==> src/rtl/pad_stby_pkg.sv <==
package pad_stby_pkg;

   localparam int CODE_W = 4;

   // Sources for the transmit value
   typedef enum logic [1:0] {
      TXS_FUNC = 2'd0,
      TXS_HELD = 2'd1,
      TXS_ZERO = 2'd2,
      TXS_ONE  = 2'd3
   } tx_src_e;

   // Sources for the value returned to the controller
   typedef enum logic [1:0] {
      RXS_PAD  = 2'd0,
      RXS_ZERO = 2'd1,
      RXS_ONE  = 2'd2
   } rx_src_e;

   typedef struct packed {
      logic    override;
      tx_src_e tx_src;
      logic    oe_val;
      rx_src_e rx_src;
   } stby_ctl_t;

endpackage

==> src/rtl/pss_req_stage.sv <==
module pss_req_stage (
   input  logic clk,
   input  logic rst_n,
   input  logic req_i,
   output logic act_o
);

   always_ff @(posedge clk or negedge rst_n) begin
      if (!rst_n) act_o <= 1'b0;
      else        act_o <= req_i;
   end

endmodule

==> src/rtl/pss_decode.sv <==
module pss_decode
   import pad_stby_pkg::*;
(
   input  logic              act_i,
   input  logic [CODE_W-1:0] code_i,
   output stby_ctl_t         ctl_o
);

   always_comb begin
      ctl_o = '{override: 1'b1, tx_src: TXS_ZERO, oe_val: 1'b1, rx_src: RXS_PAD};
      case (code_i)
         4'd0: ctl_o.tx_src = TXS_HELD;
         4'd1: ctl_o.rx_src = RXS_ZERO;
         4'd2: ctl_o.rx_src = RXS_ONE;
         4'd3: begin ctl_o.tx_src = TXS_ONE; ctl_o.rx_src = RXS_ZERO; end
         4'd4: begin ctl_o.tx_src = TXS_ONE; ctl_o.rx_src = RXS_ONE;  end
         4'd5: ctl_o.tx_src = TXS_ZERO;
         4'd6: ctl_o.tx_src = TXS_ONE;
         4'd7: begin ctl_o.oe_val = 1'b0; ctl_o.rx_src = RXS_ZERO; end
         4'd8: begin ctl_o.oe_val = 1'b0; ctl_o.rx_src = RXS_ONE;  end
         4'd9: ctl_o.oe_val = 1'b0;
         default: begin
            ctl_o.override = 1'b0;
            ctl_o.tx_src   = TXS_FUNC;
         end
      endcase
      if (!act_i) begin
         ctl_o.override = 1'b0;
         ctl_o.tx_src   = TXS_FUNC;
         ctl_o.oe_val   = 1'b1;
         ctl_o.rx_src   = RXS_PAD;
      end
   end

endmodule

==> src/rtl/pss_hold.sv <==
module pss_hold #(
   parameter int   NUM_PADS  = 4,
   parameter logic HOLD_INIT = 1'b0
) (
   input  logic                clk,
   input  logic                rst_n,
   input  logic [NUM_PADS-1:0] cap_en_i,
   input  logic [NUM_PADS-1:0] tx_i,
   output logic [NUM_PADS-1:0] held_o
);

   for (genvar p = 0; p < NUM_PADS; p++) begin : g_bit
      always_ff @(posedge clk or negedge rst_n) begin
         if (!rst_n)           held_o[p] <= HOLD_INIT;
         else if (cap_en_i[p]) held_o[p] <= tx_i[p];
      end
   end

endmodule

==> src/rtl/pad_stby_ovr.sv <==
module pad_stby_ovr
   import pad_stby_pkg::*;
#(
   parameter int   NUM_PADS  = 4,
   parameter logic HOLD_INIT = 1'b0
) (
   input  logic                       clk,
   input  logic                       rst_n,
   input  logic                       stby_req,
   input  logic [CODE_W*NUM_PADS-1:0] stby_code,
   input  logic [NUM_PADS-1:0]        fn_tx,
   input  logic [NUM_PADS-1:0]        fn_oe,
   input  logic [NUM_PADS-1:0]        pad_rx,
   output logic [NUM_PADS-1:0]        pad_tx,
   output logic [NUM_PADS-1:0]        pad_oe,
   output logic [NUM_PADS-1:0]        ctl_rx
);

   localparam int CODE_BITS = CODE_W * NUM_PADS;

   initial begin
      if (NUM_PADS < 1) $error("pad_stby_ovr: NUM_PADS must be at least 1");
      if (CODE_W != 4)  $error("pad_stby_ovr: standby code must be 4 bits");
      if (CODE_BITS != $bits(stby_code)) $error("pad_stby_ovr: code bus width mismatch");
   end

   logic                act;
   logic [NUM_PADS-1:0] held;
   logic [NUM_PADS-1:0] cap_en;
   stby_ctl_t           ctl [NUM_PADS];

   pss_req_stage u_req (
      .clk   (clk),
      .rst_n (rst_n),
      .req_i (stby_req),
      .act_o (act)
   );

   pss_hold #(
      .NUM_PADS  (NUM_PADS),
      .HOLD_INIT (HOLD_INIT)
   ) u_hold (
      .clk      (clk),
      .rst_n    (rst_n),
      .cap_en_i (cap_en),
      .tx_i     (fn_tx),
      .held_o   (held)
   );

   for (genvar p = 0; p < NUM_PADS; p++) begin : g_pad
      pss_decode u_dec (
         .act_i  (act),
         .code_i (stby_code[CODE_W*p +: CODE_W]),
         .ctl_o  (ctl[p])
      );

      assign cap_en[p] = fn_oe[p] & ~ctl[p].override;

      always_comb begin
         unique case (ctl[p].tx_src)
            TXS_FUNC: pad_tx[p] = fn_tx[p];
            TXS_HELD: pad_tx[p] = held[p];
            TXS_ZERO: pad_tx[p] = 1'b0;
            TXS_ONE:  pad_tx[p] = 1'b1;
         endcase
         pad_oe[p] = ctl[p].override ? ctl[p].oe_val : fn_oe[p];
         case (ctl[p].rx_src)
            RXS_ZERO: ctl_rx[p] = 1'b0;
            RXS_ONE:  ctl_rx[p] = 1'b1;
            default:  ctl_rx[p] = pad_rx[p];
         endcase
      end
   end

endmodule

==> config.mk <==
export PLATFORM = sky130hd
export DESIGN_NAME = pad_stby_ovr
export DESIGN_NICKNAME = d
export VERILOG_FILES = /design/src/rtl/pad_stby_pkg.sv /design/src/rtl/pss_req_stage.sv /design/src/rtl/pss_decode.sv /design/src/rtl/pss_hold.sv /design/src/rtl/pad_stby_ovr.sv
export SDC_FILE = /design/constraint.sdc
export NUM_CORES = 1
export LEC_CHECK = 0
export ABC_AREA = 1
export ABC_CLOCK_PERIOD_IN_PS = 2200
export BUFFER_PORTS_ARGS = -buffer_cell sky130_fd_sc_hd__clkbuf_2
export CORE_MARGIN = 4
export CORE_UTILIZATION = 45
export CTS_BUF_LIST = sky130_fd_sc_hd__clkbuf_4
export DETAILED_ROUTE_END_ITERATION = 7
export MAX_ROUTING_LAYER = met4
export PLACE_DENSITY_LB_ADDON = 0.1
export SLEW_MARGIN = 25
export SYNTH_ARGS = -nofsm -noshare
export SYNTH_HDL_FRONTEND = slang
export SYNTH_SLANG_ARGS = --single-unit
export TNS_END_PERCENT = 50
==> constraint.sdc <==
create_clock -name clk -period 2.2 [get_ports clk]
set_clock_uncertainty 0.15 [all_clocks]
set_input_delay 0.44 -clock clk [delete_from_list [all_inputs] [get_ports clk]]
set_output_delay 0.44 -clock clk [all_outputs]
set_load 0.005 [all_outputs]
* After elaboration in Yosys (flattened, before gate mapping)
Index checks and enable logic that the tools add are counted.
W data, S select, Z words.
** Operators by class
- Reductions and logical operators :: 32
- Muxes and demuxes :: 32
- Equal/unequal tests :: 56
- Bitwise operators :: 8
** Operators with widths (number)
- $eq A4 B3 Y1 const B :: 16
- $reduce_or A3 Y1 :: 16
- $reduce_or A10 Y1 :: 4
- $eq A4 B2 Y1 const B :: 8
- $eq A4 B4 Y1 const B :: 8
- $eq A2 B2 Y1 const B :: 12
- $mux W6 :: 4
- $pmux W2 S3 :: 4
- $reduce_or A6 Y1 :: 4
- $eq A2 B1 Y1 const B :: 8
- $eq A4 B1 Y1 const B :: 4
- $logic_not A4 Y1 :: 4
- $pmux W1 S4 :: 4
- $pmux W2 S2 :: 4
- $mux W1 :: 12
- $logic_not A2 Y1 :: 4
- $pmux W1 S2 :: 4
- $and A1 B1 Y1 :: 4
- $not A1 Y1 :: 4
** Word-level totals
- Input port bits :: 31
- Word-level logic and storage cells :: 133
- Bits in registers :: 5

* Logic depth before layout (Yosys ltp)
Gate-level depths: netlist of the first run.
- Word-level depth :: 6
- Depth in mapped cells :: 8

* Modules after synthesis
From an unflattened synthesis of the first run, not the netlist that was laid out.
** Second synthesis, totals
- Cells, all modules :: 173
- Area total of the unflattened synthesis :: 875.8 um^2
** By module, submodules not included
- pss_decode :: times used 4, area each 111.4 um^2, cells an instance 25
- pad_stby_ovr :: times used 1, area each 245.2 um^2, cells an instance 52
- pss_hold :: times used 1, area each 160.2 um^2, cells an instance 20
- pss_req_stage :: times used 1, area each 25.0 um^2, cells an instance 1

* Worst setup path before layout of the first run
OpenSTA, ideal clock, no wires.
- Path type :: input-to-output
- From :: input port stby_code[6]
- To :: output port ctl_rx[1]
- Data required time :: 1.610 ns
- Buffers on the path :: 0
- Stages on the path :: 6
- Arrival :: 1.389 ns
- Path slack :: 0.221 ns
- Cells stage by stage :: inv_1 > nor2_1 > o21ai_0 > a21oi_1 > ha_1 > mux2_2
** On the way
- Word-level cells in the longest chain between the ends :: 6
- Elaborated cells on any way between the ends :: 13
- Those cells by class :: eq/ne (8); mux (3); reduce/logical (2)
** Ends and longest elaborated chain
- from (decl) :: line pad_stby_ovr.sv:10 : input logic [CODE_W*NUM_PADS-1:0] stby_code,
- $eq A4 B2 Y1 (tied with other cells) :: line pss_decode.sv:11 : case (code_i)
- $reduce_or A3 Y1 (no line)
- $pmux W2 S2 (*) :: line pss_decode.sv:11
- $mux W6 (*) :: line pss_decode.sv:27 : if (!act_i) begin
- $eq A2 B2 Y1 / $eq A2 B1 Y1 (equally long branches) :: line pad_stby_ovr.sv:67 : case (ctl[p].rx_src)
- $pmux W1 S2 (*) :: line pad_stby_ovr.sv:67
- to (decl) :: line pad_stby_ovr.sv:16 : output logic [NUM_PADS-1:0] ctl_rx
Every way passes the cells marked *; elsewhere a longest branch is shown, timed or not.

* Worst setup path after layout of the first run
- From :: register u_req.act_o
- To :: output port ctl_rx[3]
** On the way
- Word-level cells in the longest chain between the ends :: 3
- Elaborated cells on any way between the ends :: 4
- Those cells by class :: eq/ne (2); mux (2)
** Ends and longest elaborated chain
- from (decl) :: line pss_req_stage.sv:5 : output logic act_o
- from (signal assigned) :: line pss_req_stage.sv:10 : else act_o <= req_i;
- $mux W6 (*) :: line pss_decode.sv:27
- $eq A2 B2 Y1 / $eq A2 B1 Y1 (equally long branches) :: line pad_stby_ovr.sv:67
- $pmux W1 S2 (*) :: line pad_stby_ovr.sv:67
Marked as above.

==> implementation parameters, run 1 <==
Parameter                              Value

Critical path
  Critical setup path kind    reg2out
  Endpoint of the most critical register-to-register path    u_hold.held_o[2]
  Data arrival at the endpoint of the critical path    1670 ps
  Origin of the critical flop-to-flop path    u_req.act_o
  Depth of the worst register-to-register path    8
  Flop-to-flop setup slack    870 ps
  Setup crit start    u_req.act_o
  CP Max Fanout    6
  Required @ worst endpoint    1610 ps
  Capturing element type of the critical path    primary output
  Worst setup SP type    flip-flop

Detailed routing
  Wire length on met1    ~930 um
  Vias    1174
  Met2 Wirelength    roughly 1.2 mm
  Highest routed layer    met4
  Residual DRC count    0
  Drt wl/cell    10.0 um
  DRT Pass-1 Iters    4
  Post-DRT Antenna Nets    0
  Final WL    roughly 2.3 mm
  Detail Route met3 WL    roughly 190 um
  Starting DRT DRC Count    23
  Post-detailed-route via-to-cell ratio    5.02

Pwr
  Net switching power figure    around 150 uW
  Internal power summed over all cells    roughly 280 uW
  Switching power as a share of total power    0.350
  Clk network pwr share    0.282
  Final Total Pwr    between 400 and 500 uW
  Combinational fraction of design power    0.474
  Leakage Power    between 0.7 and 0.8 nW
  IR Drop Worst-Case VDD    ~0.00027 V
  PwrDens    roughly 350 mW/mm^2
  Share of power burned in registers    0.244

Synthesis
  Number of register bits inferred by synthesis    5
  Sequential share of the synthesized area    0.155
  Net Count, Synth    ~180
  Share of Yosys cell area claimed by the top area cell type    0.161
  Leading cell types by count after synthesis    nand2_1, nand3_1, inv_1
  Area of the mapped netlist    roughly 800 sq um
  Average instance area after synthesis    between 5 and 6 sq um
  Synth warn    0
  Count of flip-flops with a built-in enable after synthesis    0
  Distinct cell type count of the synthesized netlist    20
  Count of mapped cells out of synthesis    between 100 and 150
  Ys flop type    dfrtp_1
  Cell type contributing the most total cell area after synthesis    nand3_1
  Async SR Flop Fraction    1.00
  Most common cell in the netlist    nand2_1
  Biggest area contributors in the synthesized netlist    nand3_1, dfrtp_1, nand2_1

Outcome
  Violations in the final reports    setup timing
  Outcome    finished, violations left

Clock tree
  TritonCTS Buffers    3
  Clock buffer depth    2
  Cell chosen for the clock root    clkbuf_4
  Number of sinks handled by clock tree synthesis    5
  CTS tree    done
  Clock transition time at the flip-flop clock pins of the worst setup and hold paths    40 ps
  Clock network latency to the later pin of the worst-skew pair    ~250 ps
  H-tree lvl count    1

Final layout
  Fraction of final layout cells with drive strength greater than 1    0.373
  Total non-filler cell area in the finished layout    roughly 0.0013 sq mm
  Fin util    0.736
  Fin nets    approximately 250
  Area delta synth->final    55.4%
  Antenna Diode Count    0

Floorplan
  Die width    just over 50 um
  Overall die area    about 0.0025 sq mm
  Overall die height    roughly 50 um
  Core outline area    around 0.0017 sq mm
  Number of I/O pins    43
  Number of rows in the core area    15
  Effective utilization at floorplan    0.473

GRT
  Via count of the first global-routing pass    approximately 1.1k
  Antenna violations before repair    0
  Largest net degree at the start of global routing    8
  Global-route wire length before repair    between 4 and 5 mm
  Total global routing overflow    0
  All-layer global routing usage    0.209

Min path
  Capture endpoint of the worst hold path    u_req.act_o
  HP Class    in2reg
  Number of stages on the worst hold path    1
  Min-Delay Startpoint    stby_req

Timing
  Transition time at the pin with the least slew margin    ~250 ps
  Fin. Hold Viols    0
  Highest attainable clock frequency    443 MHz
  Time the final worst path needs with I/O delays and setup    approximately 2300 ps
  Number of pins with negative max-slew slack in the final report    0
  RSZ-0062 raised after global routing    true
  Part of the cycle the worst path needs    1.03
  Final Worst Setup Slack    -59.4 ps
  Count of endpoints failing setup in the final report    4
  Worst rel slew slack    0.831

Place
  Placed Area    around 0.0012 sq mm
  Global placement routability congestion    about 0.81
  Placed wire-length estimate    ~2 mm
  PortBufs    between 40 and 50

Flow run
  Maximum capacitance violations    0
[final cells by class]
type / instances / area [sq um]
tap: 25 / 31.3
inverter: 25 / 96.3
sequential: 5 / 126
fill: 143 / 452
multi-input combinational: 113 / 598
clock buffer: 4 / 30.0
timing repair buffer: 62 / 374
[kinds of logic (layout without fill, tap and decap cells)]
kind of cell               Yosys count  count (layout)  share of synthesized area
and+or+nand+nor                     84              84                      0.446
buffers and inverters               26              91                      0.125
AOI/OAI and AO/OA                   21              21                      0.156
DFF                                  5               5                      0.155
adders and majority gates            4               4                     0.0619
muxes                                4               4                     0.0557
[per-stage QoR]
stage               hold WS [ps]  std cells  TNS (ps)  setup WS [ps]
CTS                          157        234      -201          -52.8
global placement             109        225         0           1.03
global route                 143        234      -497           -137
finish                       155        234      -211          -59.4
floorplan                  -5.59        144         0            221
detailed placement           112        225     -44.3          -22.5
[worst max-delay path, stage by stage, from the launching register on]
cell      delay, ps
dfrtp_2         430
inv_4           120
buf_4           130
a31oi_1          30
ha_1            280
mux2_2          320
clkbuf_2        110
[power groups by stage]
stage          Combinational [mW]  Sequential [mW]  Clock (mW)
6_report                    0.208            0.107       0.124
5_1_grt                     0.234            0.108       0.135
4_1_cts                     0.207            0.107       0.122
3_5_place_dp                0.194            0.108           0
3_3_place_gp                0.187            0.107           0
2_1_floorplan              0.0979            0.107           0
[state kept, by name, summed over array words and instances (netlist names)]
signal / cells
u_hold.held_o: 4
u_req.act_o: 1
[routing by layer]
layer / global-route usage / vias to the layer above
li1: - / 607
met1: 0.223 / 521
met2: 0.367 / 41
met3: 0.0653 / 5
met4: 0.0673 / 0
met5: - / -
[worst max-delay path by stage]
stage,end,slack [ps],cells after the start
floorplan,ctl_rx[1],220,6
global placement,ctl_rx[1],1,8
detailed placement,ctl_rx[2],-20,8
CTS,ctl_rx[3],-50,6
global route,ctl_rx[1],-140,6
finish,ctl_rx[3],-60,6
[repair_timing]
item                       in CTS  in global routing
setup endpoints to repair       4                  4
resized for setup               8                  2
hold buffers                    1                  0
setup buffers                   4                  0
hold endpoints to repair        5                  0
pin swaps                       3                  0
[cells in the final DEF, fill, tap and decap left out, drive strengths merged]
master / n
o2111ai: 2
buf: 19
dfrtp: 5
mux2: 4
a21oi: 5
ha: 4
clkbuf: 46
nand3: 26
dlygate4sd3: 1
a31oi: 1
inv: 24
nor2: 22
nand2: 34
clkinv: 1
o22ai: 2
nor3: 2
o21ai: 7
o211ai: 4
No activity file was read; power rests on OpenSTA's default activity.
==> inputs of run 2 (changes only) <==
==> constraint.sdc (replaced) <==
create_clock -name clk -period 2.2 [get_ports clk]
set_clock_uncertainty 0.15 [all_clocks]
set_input_delay 0.11 -clock clk [delete_from_list [all_inputs] [get_ports clk]]
set_output_delay 0.11 -clock clk [all_outputs]
set_load 0.005 [all_outputs]
==> run 2 against run 1 <==
Effect of this change: the run now ends clean; setup slack better by 250 ps; cell count shrank 5.6%; non-clock buffer count decreased by 13; clock power is 3% lower; sequential cell count stayed put; sequential share of layout area is 1.0 points higher; core utilization shrank 6.7 points; global-route usage decreased by 1.7 points; sequential power barely moved; maximum frequency rose by 13%; final area shrank 9.2%; critical path depth is the same.
==> implementation parameters, run 2 (same netlist as run 1, synthesis figures left out) <==
Parameter                              Value

Outcome
  Outcome    completed

Critical path
  Worst setup SP type    flip-flop
  Data arrival at the endpoint of the critical path    1750 ps
  Required @ worst endpoint    approximately 1900 ps
  Capturing element type of the critical path    primary output
  CP Max Fanout    8
  Critical setup path kind    reg2out

Final layout
  Fraction of final layout cells with drive strength greater than 1    0.301
  Antenna Diode Count    0
  Fin nets    approximately 230
  Most common library cell in the layout ignoring fill and taps    clkbuf_2
  Flip-flop count of the largest register after layout    4
  Area delta synth->final    41.2%
  Total non-filler cell area in the finished layout    between 0.001 and 0.0015 sq mm
  Regs by FF count    u_hold.held_o (4), u_req.act_o (1)
  Top library cells by usage in the layout, fill and taps aside    clkbuf_2, nand2_1, nand3_1
  Largest register by flop count    u_hold.held_o

Detailed routing
  Drt wl/cell    slightly below 10 um
  Vias    around 1.1k
  DRT Pass-1 Iters    4
  Post-detailed-route via-to-cell ratio    around 5
  Final WL    2.19 mm
  Starting DRT DRC Count    42
  Post-DRT Antenna Nets    0
  Residual DRC count    0

Pwr
  Final Total Pwr    410 uW
  Net switching power figure    approximately 140 uW
  PwrDens    around 360 mW/mm^2
  Share of power burned in registers    0.264
  Clk network pwr share    0.293
  Leakage Power    roughly 0.65 nW
  Internal power summed over all cells    around 270 uW
  Switching power as a share of total power    0.350
  Combinational fraction of design power    0.443
  IR Drop Worst-Case VDD    0.000307 V

Floorplan
  Overall die height    50.4 um
  Core outline area    roughly 0.0017 sq mm
  Die width    between 50 and 60 um
  Number of rows in the core area    15
  Number of I/O pins    43
  Effective utilization at floorplan    0.473
  Overall die area    roughly 0.0025 sq mm

GRT
  Total global routing overflow    0
  Largest net degree at the start of global routing    9
  All-layer global routing usage    0.192
  Global-route wire length before repair    approximately 3.8 mm
  Antenna violations before repair    0
  Via count of the first global-routing pass    just over 1k

Timing
  Number of pins with negative max-slew slack in the final report    0
  Transition time at the pin with the least slew margin    231 ps
  Part of the cycle the worst path needs    0.912
  Final TNS setup    0 ps
  Fin. Hold Viols    0
  RSZ-0062 raised after global routing    false
  Time the final worst path needs with I/O delays and setup    2010 ps
  Worst rel slew slack    0.845
  Highest attainable clock frequency    between 400 and 500 MHz
  Count of endpoints failing setup in the final report    0

Clock tree
  CTS tree    done
  H-tree lvl count    1
  Clock buffer depth    2
  TritonCTS Buffers    3
  Buffers inserted by post-CTS timing repair    0
  Number of sinks handled by clock tree synthesis    5
  Cell chosen for the clock root    clkbuf_4
  Clock transition time at the flip-flop clock pins of the worst setup and hold paths    around 50 ps
  Clock network latency to the later pin of the worst-skew pair    approximately 240 ps

Place
  Placed wire-length estimate    around 1.8 mm
  Placed Area    ~0.0010 sq mm
  Global placement routability congestion    0.802
  PortBufs    42

Min path
  HP Class    in2reg

Flow run
  Maximum capacitance violations    0
run 2: cell types whose count changed in the layout (fill, tap and decap cells not counted):
cell and change:
dlygate4sd3_1 +5, nor2_4 -2, nor2_2 +1, o21ai_1 -1, mux2_2 +1, o21ai_0 +1, inv_2 +1, buf_4 -15
buf_6 -3, nor2_1 +1, mux2_4 -1, inv_4 -1
run 2: power groups by stage:
stage / sequential, mW / combinational [mW] / clock (mW)
finish: 0.108 / 0.182 / 0.120
global route: 0.109 / 0.208 / 0.134
CTS: 0.108 / 0.182 / 0.124
detailed placement: 0.109 / 0.173 / 0
global placement: 0.108 / 0.168 / 0
floorplan: 0.107 / 0.0979 / 0
run 2: final cells by class:
class                      count  area [sq um]
timing repair buffer          49           278
fill                         164           567
multi-input combinational    113           582
sequential                     5           126
tap                           25          31.3
inverter                      25          93.8
clock buffer                   4          30.0
run 2: layer usage:
metal / part of all wire / global-route usage / up-vias
met1: 0.44 / 0.218 / 474
met3: 0.079 / 0.0534 / 2
met2: 0.48 / 0.343 / 45
met5: 0 / - / -
li1: - / - / 584
met4: 0.0018 / 0.0269 / 0
run 2: critical path, cell delays in order (launching register included):
cell	delay, ps
dfrtp_2	440
inv_2	100
nor2_2	120
o211ai_1	110
ha_1	300
mux2_2	320
clkbuf_2	110
run 2: path summary, 6_finish.rpt:
check / from / endpoint / slack, ps / cells after the start
max reg2reg: u_req.act_o / u_hold.held_o[1] / 840 / 6
max in group asynchronous: rst_n / u_req.act_o / 1690 / 2
min reg2reg: u_hold.held_o[0] / u_hold.held_o[0] / 370 / 2
min: fn_tx[0] / u_hold.held_o[0] / 8 / 3
max: u_req.act_o / ctl_rx[1] / 190 / 6
min in group asynchronous: rst_n / u_hold.held_o[0] / 60 / 2
run 2: timing repair:
action / in CTS / in global routing
resized for setup: 0 / 1
hold buffers: 6 / 0
endpoints found under the setup margin: 0 / 2
hold endpoints to repair: 10 / 0
run 2: stage by stage:
stage / util / cells / hold slack, ps / worst slack [ps]
after detailed placement: 0.615 / 211 / -220 / 386
after floorplan: - / 144 / -336 / 635
final: 0.668 / 221 / 8.24 / 193
after global placement: 0.615 / 211 / -220 / 437
after global routing: 0.668 / 221 / 22.8 / 68.1
after CTS: 0.667 / 221 / 5.18 / 101
